`src/rtl/zidx_pkg.sv`:
```
package zidx_pkg;

  // Strobes passed from the control module to the datapath.
  typedef struct packed {
    logic wideLanes;  // halfword lanes selected
    logic scanUp;     // scan starts at the least significant lane
    logic capture;    // load the output register this cycle
  } scanCtrl_t;

endpackage

```
`src/rtl/zidx_ctrl.sv`:
```
module zidx_ctrl
  import zidx_pkg::*;
#(
  parameter int PIPELINE = 1
) (
  input  logic      clk,
  input  logic      rstN,
  input  logic      inValid,
  input  logic      laneWide,
  input  logic      scanFromLow,
  output scanCtrl_t ctrl,
  output logic      outValid
);

  always_comb begin
    ctrl.wideLanes = laneWide;
    ctrl.scanUp    = scanFromLow;
    ctrl.capture   = inValid;
  end

  generate
    if (PIPELINE != 0) begin : g_reg
      logic validQ;
      always_ff @(posedge clk or negedge rstN) begin
        if (!rstN) validQ <= 1'b0;
        else       validQ <= inValid;
      end
      assign outValid = validQ;
    end else begin : g_comb
      assign outValid = inValid & rstN;
    end
  endgenerate

endmodule

```
`src/rtl/zidx_datapath.sv`:
```
module zidx_datapath
  import zidx_pkg::*;
#(
  parameter int DATA_W   = 64,
  parameter int NARROW_W = 8,
  parameter int WIDE_W   = 16,
  parameter int PIPELINE = 1,
  localparam int NL      = DATA_W / NARROW_W,
  localparam int WL      = DATA_W / WIDE_W,
  localparam int RATIO   = WIDE_W / NARROW_W,
  localparam int IDX_W   = $clog2(NL + 1)
) (
  input  logic              clk,
  input  logic              rstN,
  input  logic [DATA_W-1:0] inData,
  input  scanCtrl_t         ctrl,
  output logic [IDX_W-1:0]  outIndex
);

  logic [NL-1:0]    byteZero;
  logic [WL-1:0]    halfZero;
  logic [NL-1:0]    orderNarrow;
  logic [WL-1:0]    orderWide;
  logic [NL-1:0]    ordered;
  logic [IDX_W-1:0] laneCount;
  logic [IDX_W-1:0] firstPos;

  // A byte lane is zero when all of its bits are low.
  for (genvar b = 0; b < NL; b++) begin : g_byte
    assign byteZero[b] = ~|inData[b*NARROW_W +: NARROW_W];
  end

  // A halfword lane is zero only when every byte inside it is zero.
  for (genvar h = 0; h < WL; h++) begin : g_half
    assign halfZero[h] = &byteZero[h*RATIO +: RATIO];
  end

  // Put the lane flags in scan order, so that bit 0 is the first lane looked at.
  for (genvar k = 0; k < NL; k++) begin : g_ordN
    assign orderNarrow[k] = ctrl.scanUp ? byteZero[k] : byteZero[NL-1-k];
  end
  for (genvar k = 0; k < WL; k++) begin : g_ordW
    assign orderWide[k] = ctrl.scanUp ? halfZero[k] : halfZero[WL-1-k];
  end

  assign ordered   = ctrl.wideLanes ? NL'(orderWide) : orderNarrow;
  assign laneCount = ctrl.wideLanes ? IDX_W'(WL) : IDX_W'(NL);

  // The lowest set flag in scan order wins. With no flag set, the lane count is returned.
  always_comb begin
    firstPos = laneCount;
    for (int k = NL - 1; k >= 0; k--) begin
      if (ordered[k]) firstPos = IDX_W'(k);
    end
  end

  generate
    if (PIPELINE != 0) begin : g_reg
      logic [IDX_W-1:0] idxQ;
      always_ff @(posedge clk or negedge rstN) begin
        if (!rstN)            idxQ <= '0;
        else if (ctrl.capture) idxQ <= firstPos;
      end
      assign outIndex = idxQ;
    end else begin : g_comb
      assign outIndex = rstN ? firstPos : '0;
    end
  endgenerate

endmodule

```
`src/rtl/zidx_finder.sv`:
```
module zidx_finder
  import zidx_pkg::*;
#(
  parameter int DATA_W   = 64,
  parameter int NARROW_W = 8,
  parameter int WIDE_W   = 16,
  parameter int PIPELINE = 1
) (
  input  logic                                   clk,
  input  logic                                   rstN,
  input  logic                                   inValid,
  input  logic [DATA_W-1:0]                      inData,
  input  logic                                   laneWide,
  input  logic                                   scanFromLow,
  output logic                                   outValid,
  output logic [$clog2(DATA_W/NARROW_W+1)-1:0]   outIndex
);

  scanCtrl_t ctrl;

  zidx_ctrl #(.PIPELINE(PIPELINE)) u_ctrl (
    .clk        (clk),
    .rstN       (rstN),
    .inValid    (inValid),
    .laneWide   (laneWide),
    .scanFromLow(scanFromLow),
    .ctrl       (ctrl),
    .outValid   (outValid)
  );

  zidx_datapath #(
    .DATA_W  (DATA_W),
    .NARROW_W(NARROW_W),
    .WIDE_W  (WIDE_W),
    .PIPELINE(PIPELINE)
  ) u_dp (
    .clk     (clk),
    .rstN    (rstN),
    .inData  (inData),
    .ctrl    (ctrl),
    .outIndex(outIndex)
  );

endmodule

```
`config.mk`:
```
export PLATFORM = sky130hd
export DESIGN_NAME = zidx_finder
export DESIGN_NICKNAME = d
export VERILOG_FILES = /design/src/rtl/zidx_pkg.sv /design/src/rtl/zidx_ctrl.sv /design/src/rtl/zidx_datapath.sv /design/src/rtl/zidx_finder.sv
export SDC_FILE = /design/constraint.sdc
export NUM_CORES = 1
export LEC_CHECK = 0
export BUFFER_PORTS_ARGS = -buffer_cell sky130_fd_sc_hd__buf_4
export CAP_MARGIN = 10
export CORE_AREA = 2 2 40 57
export CTS_BUF_LIST = sky130_fd_sc_hd__clkbuf_8
export DETAILED_ROUTE_END_ITERATION = 10
export DIE_AREA = 0 0 42 59
export PLACE_DENSITY = 0.84
export SLEW_MARGIN = 20
export SYNTH_ARGS = -nofsm -noshare
export SYNTH_HDL_FRONTEND = slang
export SYNTH_SLANG_ARGS = --single-unit
```
`constraint.sdc`:
```
create_clock -name clk -period 1.1 [get_ports clk]
set_input_delay 0.11 -clock clk [delete_from_list [all_inputs] [get_ports clk]]
set_output_delay 0.11 -clock clk [all_outputs]
set_load 0.005 [all_outputs]
```
==> flow_metrics.tcl, run 1 <==
set metrics [dict create \
    fin_crit_ns 1.485 \
    vias 1149 \
    synth_compound_area_frac 0.1909 \
    synth_simple_gate_area_frac 0.5439 \
    synth_top_family_by_area "simple AND/OR/NAND/NOR gates" \
    dpl.hpwl_um 2566 \
    grt_max_degree 9 \
    syn-num-nets 144 \
    synth_flop_cell "dfrtp_1" \
    cp-end-kind "flop" \
    yosysWarnings 0 \
    antenna_found_initial 0 \
    die_area_mm2 0.002478 \
    r2r_cells 2 \
    cp-start-kind "input port" \
    first_global_vias 1265 \
    antenna_cells 0 \
    area_delta_synth_final_pct 131.6 \
    critPathMaxFanout 3 \
    overflow 0 \
    critPathArrivalTime_ns 1.59 \
    stdcell_area_mm2 0.001715 \
    critical_path_class "input port to flop" \
    cap_violations 0 \
    path_cells "buf_4 > nor4_4 > buf_4 > nand2_2 > mux4_2 > nand2_2 > nor3b_2 > a22o_1" \
    fmax_mhz 673.4 \
    core_area_mm2 0.001926 \
    syn_area_um2 740.7 \
    cts_buffer_depth 2 \
    violations "setup timing" \
    outcome "finished with violations" \
    cts-root-buf "clkbuf_8" \
    yosys.area.top_type "nor4_4" \
    post-route-util 0.8908 \
    start_util 0.3847 \
    drt_wl_total_um 3930 \
    crit_required_ns 1.21 \
    hold-path-cell-count 1 \
    finalMaxSlewViolations 0 \
    hold_class "input port to flop" \
    layout_setup_ws_ns -0.3850 \
    path_clk_slew_ns 0.04 \
    synth-edff-count 0 \
    synth_area_leaders "nor4_4 (26%), dfrtp_1 (17%), mux4_2 (6.1%)" \
    cts_num_sinks 5 \
    drive_above_1_share 0.7443 \
    synth.top_cell.area_share 0.2584 \
    total_leakage_power_nw 0.7567 \
    rows 19 \
    routedWlPerCell_um 19.95 \
    cts_tree "done" \
    layout.nets 246 \
    fp.dieH_um 59 \
    io_pins 74 \
    gp_congestion 0.8017 \
    yosys-mux-area-fraction 0.06081 \
    ant_nets 0 \
    syn-instance-count 75 \
    drt-initial-drc-count 21 \
    drcViolationCount 0 \
    final-hold-violation-count 0 \
    worst_clock_skew_ns 0 \
    grt_use_total 0.3026 \
    synth.avg_cell_area_um2 9.876 \
    cts_made_buffers 3 \
    place_area_mm2 0.001476 \
    insertion_delay_ns 0.23 \
    seq_area_frac_synth 0.1689 \
    via_per_inst 5.832 \
    die_x_um 42 \
    irDropWorstVdd_mv 1.026 \
    ys_seq_elements 5 \
    fin_crit_sh 1.350 \
    slew_headroom 0.6266 \
    async_reset_ff_frac 1.000 \
    portBuffers 73 \
    cp_top_family "simple AND/OR/NAND/NOR gates" \
    yosysUniqueCellTypes 29 \
    setup-violations-final 4 \
    grt_pass1_wl_um 5664 \
    yosys-top-cells-count "nor4_4 (9), nand2_1 (8), nand4_1 (6), nor2_1 (6), dfrtp_1 (5)" \
    path_buf_inv 2 \
    synth-adder-area-share 0 \
    whs_ns 0.006132 \
    cp.depth 8 \
    tightest_slew_ns 0.5523 \
    yosys.cell_count.top_type "nor4_4" \
    power.density_mw_per_mm2 608.4 \
    dr.pass1.iters 4 \
    slowest_stage "mux4_2" \
    grt_setup_unrepaired "true" \
    fill_cells 98 \
    htree_levels 1 \
    synth_xor_area_frac 0 \
    slowest_delay_ns 0.48 \
]
[per-stage QoR]
stage	setup slack (ns)	TNS [ns]	cells	power, mW
finish	-0.3850	-1.379	197	1.044
global route	-0.4524	-1.658	197	1.093
CTS	-0.3254	-1.165	195	0.9959
detailed placement	-0.5921	-2.211	182	0.6154
global placement	-0.5509	-2.038	182	0.6011
floorplan	-0.3375	-1.105	75	0.3073
[final cells by class]
cell class              count  area [µm²]  area share
clock buffers               3       41.29     0.02407
clock inverters             1       5.005    0.002918
well taps                  21       26.28     0.01532
multi-input cells          65       699.4      0.4077
inverters                   3       11.26    0.006565
flip-flops and latches      5       125.1     0.07294
repair buffers             99       807.0      0.4705
[sequential cells by signal (all words and copies together), names as in the netlist]
signal           count
u_dp.outIndex        4
u_ctrl.outValid      1
[final timing paths]
kind,slack (ns),startpoint,to
setup / recovery,-0.39,inData[32],u_dp.outIndex[3]
hold / removal,0.006,inValid,u_ctrl.outValid
setup reg to reg,0.25,u_dp.outIndex[0],u_dp.outIndex[0]
hold reg to reg,0.50,u_dp.outIndex[1],u_dp.outIndex[1]
max in group asynchronous,0.74,rstN,u_dp.outIndex[3]
min in group asynchronous,0.25,rstN,u_dp.outIndex[1]
[cells by family after synthesis]
logic type	Yosys count
DFF	5
and+or+nand+nor	45
buffers and inverters	5
muxes	2
AOI/OAI and AO/OA	18
[cell usage in the layout, fill, tap and decap left out, types with 2 or more instances in the layout]
master and count:
mux4_2 2, nand4_1 6, a21oi_1 3, buf_4 84, buf_6 13, nand2_1 7, dfrtp_1 5, inv_1 2
nand2_2 2, nor2_1 5, nor4_4 16, nand3_1 3, o21ai_1 3, o21ai_0 2, clkbuf_8 3
[report_power, final]
group | total (mW) | switching [mW] | leakage (nW) | internal [mW]
registers | 0.212 | 0.0115 | 0.0631 | 0.200
clock network | 0.355 | 0.110 | 0.0255 | 0.245
logic | 0.477 | 0.194 | 0.668 | 0.283
total | 1.04 | 0.315 | 0.757 | 0.728
[routing by layer]
layer | global-route usage | part of all wire | vias to the layer above
li1 | - | - | 508
met1 | 0.2705 | 0.29 | 527
met2 | 0.6429 | 0.57 | 87
met3 | 0.06098 | 0.065 | 27
met4 | 0.1060 | 0.077 | 0
met5 | 0 | 0 | -
[what timing repair did]
item | in CTS | in global routing
hold buffers | 1 | 0
setup endpoints to repair | 4 | 4
buffers inserted | 8 | 2
pin swaps | 16 | 8
endpoints found under the hold margin | 5 | 0
resized for setup | 15 | 7
Power figures use the tool's default switching activity.
==> inputs of run 2 (changes only) <==
--- a/config.mk
+++ b/config.mk
@@ -7,11 +7,13 @@
 export LEC_CHECK = 0
 export BUFFER_PORTS_ARGS = -buffer_cell sky130_fd_sc_hd__buf_4
 export CAP_MARGIN = 10
-export CORE_AREA = 2 2 40 57
+export CELL_PAD_IN_SITES_DETAIL_PLACEMENT = 1
+export CELL_PAD_IN_SITES_GLOBAL_PLACEMENT = 2
+export CORE_AREA = 2 2 56 79
 export CTS_BUF_LIST = sky130_fd_sc_hd__clkbuf_8
 export DETAILED_ROUTE_END_ITERATION = 10
-export DIE_AREA = 0 0 42 59
-export PLACE_DENSITY = 0.84
+export DIE_AREA = 0 0 58 81
+export PLACE_DENSITY = 0.83
 export SLEW_MARGIN = 20
 export SYNTH_ARGS = -nofsm -noshare
 export SYNTH_HDL_FRONTEND = slang
==> run 2 against run 1 <==
The run still ends with setup timing left. Core utilization decreased by 48 points. Count of clock-buffer cells in the layout is the same. First-iteration DRC count fell by 43%. Clock power is 5.9% lower. Via count decreased by 10%. Critical path type unchanged.
==> flow_metrics.tcl, run 2 (synthesized netlist as in run 1, its figures left out) <==
set metrics [dict create \
    outcome "finished with violations" \
    violations "setup timing" \
    cp-start-kind "input port" \
    cap_violations 0 \
    dpl.hpwl_um 2687 \
    drive_above_1_share 0.7059 \
    overflow 0 \
    fin_crit_sh 1.346 \
    setup-violations-final 4 \
    setup_tns_ns -1.331 \
    htree_levels 1 \
    grt_pass1_wl_um 5257 \
    layout_setup_ws_ns -0.3804 \
    tightest_slew_ns 0.4782 \
    hold_class "input port to flop" \
    irDropWorstVdd_mv 0.7509 \
    worst_clock_skew_ns 0 \
    largest_reg_flops 4 \
    ant_nets 0 \
    antenna_cells 0 \
    critPathArrivalTime_ns 1.59 \
    io_pins 74 \
    fmax_mhz 675.5 \
    die_area_mm2 0.004698 \
    routedWlPerCell_um 14.68 \
    dr.pass1.iters 4 \
    cp-end-kind "flop" \
    rows 28 \
    cts_buffer_depth 2 \
    finalMaxSlewViolations 0 \
    fin_crit_ns 1.480 \
    whs_ns 0.007907 \
    antenna_found_initial 0 \
    gp_congestion 0.7392 \
    drt_wl_total_um 3157 \
    cts_num_sinks 5 \
    final-hold-violation-count 0 \
    grt_use_total 0.1384 \
    start_util 0.1823 \
    critPathMaxFanout 3 \
    final_cell_mix "buf_4 (79), nor4_4 (15), buf_6 (13)" \
    total_leakage_power_nw 0.7221 \
    slew_headroom 0.6767 \
    area_delta_synth_final_pct 126.0 \
    drcViolationCount 0 \
    core_area_mm2 0.004064 \
    fp.dieH_um 81 \
    critical_path_class "input port to flop" \
    grt_setup_unrepaired "true" \
    first_global_vias 1182 \
    path_clk_slew_ns 0.04 \
    cts_made_buffers 3 \
    dpl_worst_slack_ns -0.6210 \
    portBuffers 73 \
    via_per_inst 4.795 \
    power.density_mw_per_mm2 590.3 \
    insertion_delay_ns 0.22 \
    drt-initial-drc-count 12 \
    die_x_um 58 \
    grt_max_degree 8 \
    vias 1031 \
    layout_commonest_cell "buf_4" \
    cts_tree "done" \
    crit_required_ns 1.21 \
    layout.nets 240 \
    cts-root-buf "clkbuf_8" \
]
## run 2: power by group
group	internal (mW)	switching, mW	total (mW)
Combinational	0.274	0.170	0.443
Clock	0.240	0.0944	0.334
Sequential	0.200	0.0103	0.211
## run 2: final cells by class
type / count / area [µm²]
Clock buffer: 3 / 41.29
Clock inverter: 1 / 3.754
Fill cell: 467 / 2390
Inverter: 3 / 11.26
Multi-Input combinational cell: 65 / 686.9
Sequential cell: 5 / 125.1
Tap cell: 45 / 56.30
Timing Repair Buffer: 93 / 749.5
## run 2: per-layer routing
| layer | part of all wire | up-vias | global-route usage |
|---|---|---|---|
| li1 | - | 495 | - |
| met2 | 0.56 | 54 | 0.2750 |
| met3 | 0.088 | 2 | 0.02548 |
| met1 | 0.35 | 480 | 0.1508 |
| met4 | 0.0060 | 0 | 0.02093 |
| met5 | 0 | - | 0 |
## run 2: timing repair
item / CTS / global route
hold endpoints to repair: 5 / 0
endpoints found under the setup margin: 4 / 4
gates resized for setup: 13 / 6
buffers inserted: 4 / 1
hold buffers: 1 / 0
pin swaps: 14 / 7
## run 2: through the flow
stage                     instance area [µm²]  utilization  power [mW]  cells
final                                    1674       0.4119      0.9882    215
after global routing                     1674       0.4119       1.042    215
after CTS                                1630       0.4012      0.9862    214
after detailed placement                 1486       0.3658      0.6148    205
after global placement                   1486       0.3658      0.6021    205
after floorplan                         792.0            -      0.3073     75
## run 2: worst max-delay path: stages
cell	delay (ns)
buf_6	0.10
nor4_4	0.34
nand4_1	0.17
mux4_2	0.55
nand2_4	0.10
nor3b_4	0.05
a22o_1	0.17
## run 2: path summary, 6_finish.rpt
| path | from | to | slack, ns | cells after the start |
|---|---|---|---|---|
| worst max-delay path | inData[37] | u_dp.outIndex[3] | -0.38 | 7 |
| min in group asynchronous | rstN | u_dp.outIndex[3] | 0.24 | 2 |
| worst min-delay path | inValid | u_ctrl.outValid | 0.008 | 1 |
| worst max register to register | u_dp.outIndex[0] | u_dp.outIndex[0] | 0.32 | 2 |
| max in group asynchronous | rstN | u_dp.outIndex[1] | 0.75 | 2 |
| worst min register to register | u_dp.outIndex[2] | u_dp.outIndex[2] | 0.51 | 1 |
==> inputs of run 3 (changes only) <==
--- a/config.mk
+++ b/config.mk
@@ -9,11 +9,11 @@
 export CAP_MARGIN = 10
 export CELL_PAD_IN_SITES_DETAIL_PLACEMENT = 1
 export CELL_PAD_IN_SITES_GLOBAL_PLACEMENT = 2
-export CORE_AREA = 2 2 56 79
+export CORE_AREA = 2 2 58 81
 export CTS_BUF_LIST = sky130_fd_sc_hd__clkbuf_8
 export DETAILED_ROUTE_END_ITERATION = 10
-export DIE_AREA = 0 0 58 81
-export PLACE_DENSITY = 0.83
+export DIE_AREA = 0 0 60 83
+export PLACE_DENSITY = 0.79
 export SLEW_MARGIN = 20
 export SYNTH_ARGS = -nofsm -noshare
 export SYNTH_HDL_FRONTEND = slang
==> constraint.sdc (replaced) <==
create_clock -name clk -period 1.7 [get_ports clk]
set_input_delay 0.17 -clock clk [delete_from_list [all_inputs] [get_ports clk]]
set_output_delay 0.17 -clock clk [all_outputs]
set_load 0.005 [all_outputs]
==> run 3 against run 2 <==
The flow now finishes without violations. Clock skew unchanged. Register-to-register slack better by 0.61 ns. Sequential cell count unchanged. Count of clock-buffer cells in the layout unchanged. Global-route usage is 2.1 points lower. Hold slack improved by 0.054 ns. Non-clock buffer count decreased by 7. Via count down 3.3%. Sequential power is 36% lower. Final cell count rose by 3.7%. Setup slack improved by 0.53 ns.
==> flow_metrics.tcl, run 3 (synthesized netlist as in run 1, its figures left out) <==
set metrics [dict create \
    outcome "complete, no violations" \
    cts_buffer_depth 2 \
    die_x_um 60 \
    via_per_inst 4.471 \
    startpoint "inData[57]" \
    finalPower_mw 0.6002 \
    routedWlPerCell_um 12.91 \
    worst_clock_skew_ns 0 \
    first_global_vias 1119 \
    portBuffers 73 \
    drive_above_1_share 0.6564 \
    setup-violations-final 0 \
    cp-start-kind "input port" \
    drt-initial-drc-count 53 \
    dr.pass1.iters 4 \
    io_pins 74 \
    final-hold-violation-count 0 \
    htree_levels 1 \
    overflow 0 \
    post-route-util 0.3524 \
    hold_class "input port to flop" \
    grt_pass1_wl_um 4678 \
    timing.rr.start "u_dp.outIndex[0]" \
    grt_max_degree 16 \
    finalMaxSlewViolations 0 \
    dpl.hpwl_um 2562 \
    crit_required_ns 1.81 \
    vias 997 \
    min_from "inValid" \
    cts-root-buf "clkbuf_8" \
    total_leakage_power_nw 0.6563 \
    grt_use_total 0.1174 \
    post-cts-setup-buffers 0 \
    path_clk_slew_ns 0.04 \
    slew_headroom 0.7110 \
    cp-end-kind "flop" \
    rrSetupSlack_ns 0.93 \
    start_util 0.1747 \
    core_area_mm2 0.004239 \
    irDropWorstVdd_mv 0.3229 \
    insertion_delay_ns 0.22 \
    hold-path-cell-count 1 \
    power.density_mw_per_mm2 401.8 \
    rows 28 \
    cts_tree "done" \
    die_area_mm2 0.004980 \
    fin_crit_ns 1.555 \
    cts_num_sinks 5 \
    gp_congestion 0.7769 \
    drcViolationCount 0 \
    drt_wl_total_um 2878 \
    critPathArrivalTime_ns 1.66 \
    fp.dieH_um 83 \
    layout_commonest_cell "buf_4" \
    area_delta_synth_final_pct 101.7 \
    cts_made_buffers 3 \
    antenna_found_initial 0 \
    grt_setup_unrepaired "false" \
    critical_path_class "input port to flop" \
    layout.nets 233 \
    final_cell_mix "buf_4 (85), nor4_4 (9), nand2_1 (8)" \
    antenna_cells 0 \
    ant_nets 0 \
    critPathMaxFanout 3 \
    cap_violations 0 \
    fin_crit_sh 0.9148 \
    largest_reg_flops 4 \
    r2r_cells 2 \
    fmax_mhz 643.0 \
    tightest_slew_ns 0.4275 \
]
run 3: cell count changes in the layout (fill, tap and decap cells not counted), moves of 2 or more:
cell | previous run | this run
buf_6 | 13 | 0
nor4_2 | 1 | 3
nor4_1 | 0 | 4
buf_4 | 79 | 85
nor4_4 | 15 | 9
run 3: final timing paths:
path,end
max,u_dp.outIndex[3]
min,u_ctrl.outValid
max reg2reg,u_dp.outIndex[0]
min reg2reg,u_dp.outIndex[2]
max in group asynchronous,u_dp.outIndex[3]
min in group asynchronous,u_ctrl.outValid
run 3: what timing repair did:
action / CTS / global route
endpoints found under the hold margin: 5 / 0
setup endpoints to repair: 0 / 0
resized for setup: 0 / 0
hold buffers: 1 / 0
run 3: per-stage QoR:
step	hold WS, ns	worst slack, ns	TNS [ns]	instances	instance area [µm²]
after floorplan	-0.1256	0.1522	0	75	740.7
after global placement	-0.02815	-0.05248	-0.05826	218	1439
after detailed placement	-0.02475	-0.1099	-0.2606	218	1439
after CTS	0.06037	0.1221	0	223	1494
after global routing	0.06347	0.02893	0	223	1494
final	0.06148	0.1448	0	223	1494
run 3: critical path, stage by stage:
cell     delay [ns]
buf_4          0.10
nor4_1         0.37
nand4_1        0.17
mux4_2         0.51
nand2_2        0.09
nor3b_1        0.05
a22o_1         0.19
run 3: cell type report:
type	instances	area [µm²]
clock buffer	3	41.29
clock inverter	1	3.754
fill	518	2745
inverter	3	11.26
multi-input combinational	65	589.3
sequential	5	125.1
tap	60	75.07
timing repair buffer	86	648.1
run 3: power by group:
group / switching [mW] / total (mW) / internal (mW)
Sequential: 0.00650 / 0.136 / 0.130
Clock: 0.0667 / 0.222 / 0.156
Combinational: 0.0905 / 0.242 / 0.151
Total: 0.164 / 0.600 / 0.436
run 3: metal layers:
metal | GRT usage | routed length, µm | part of all wire
met5 | 0 | 0 | 0
met4 | 0.04242 | 27 | 0.0094
met3 | 0.02492 | 264 | 0.092
met2 | 0.2144 | 1568 | 0.54
met1 | 0.1252 | 1016 | 0.35
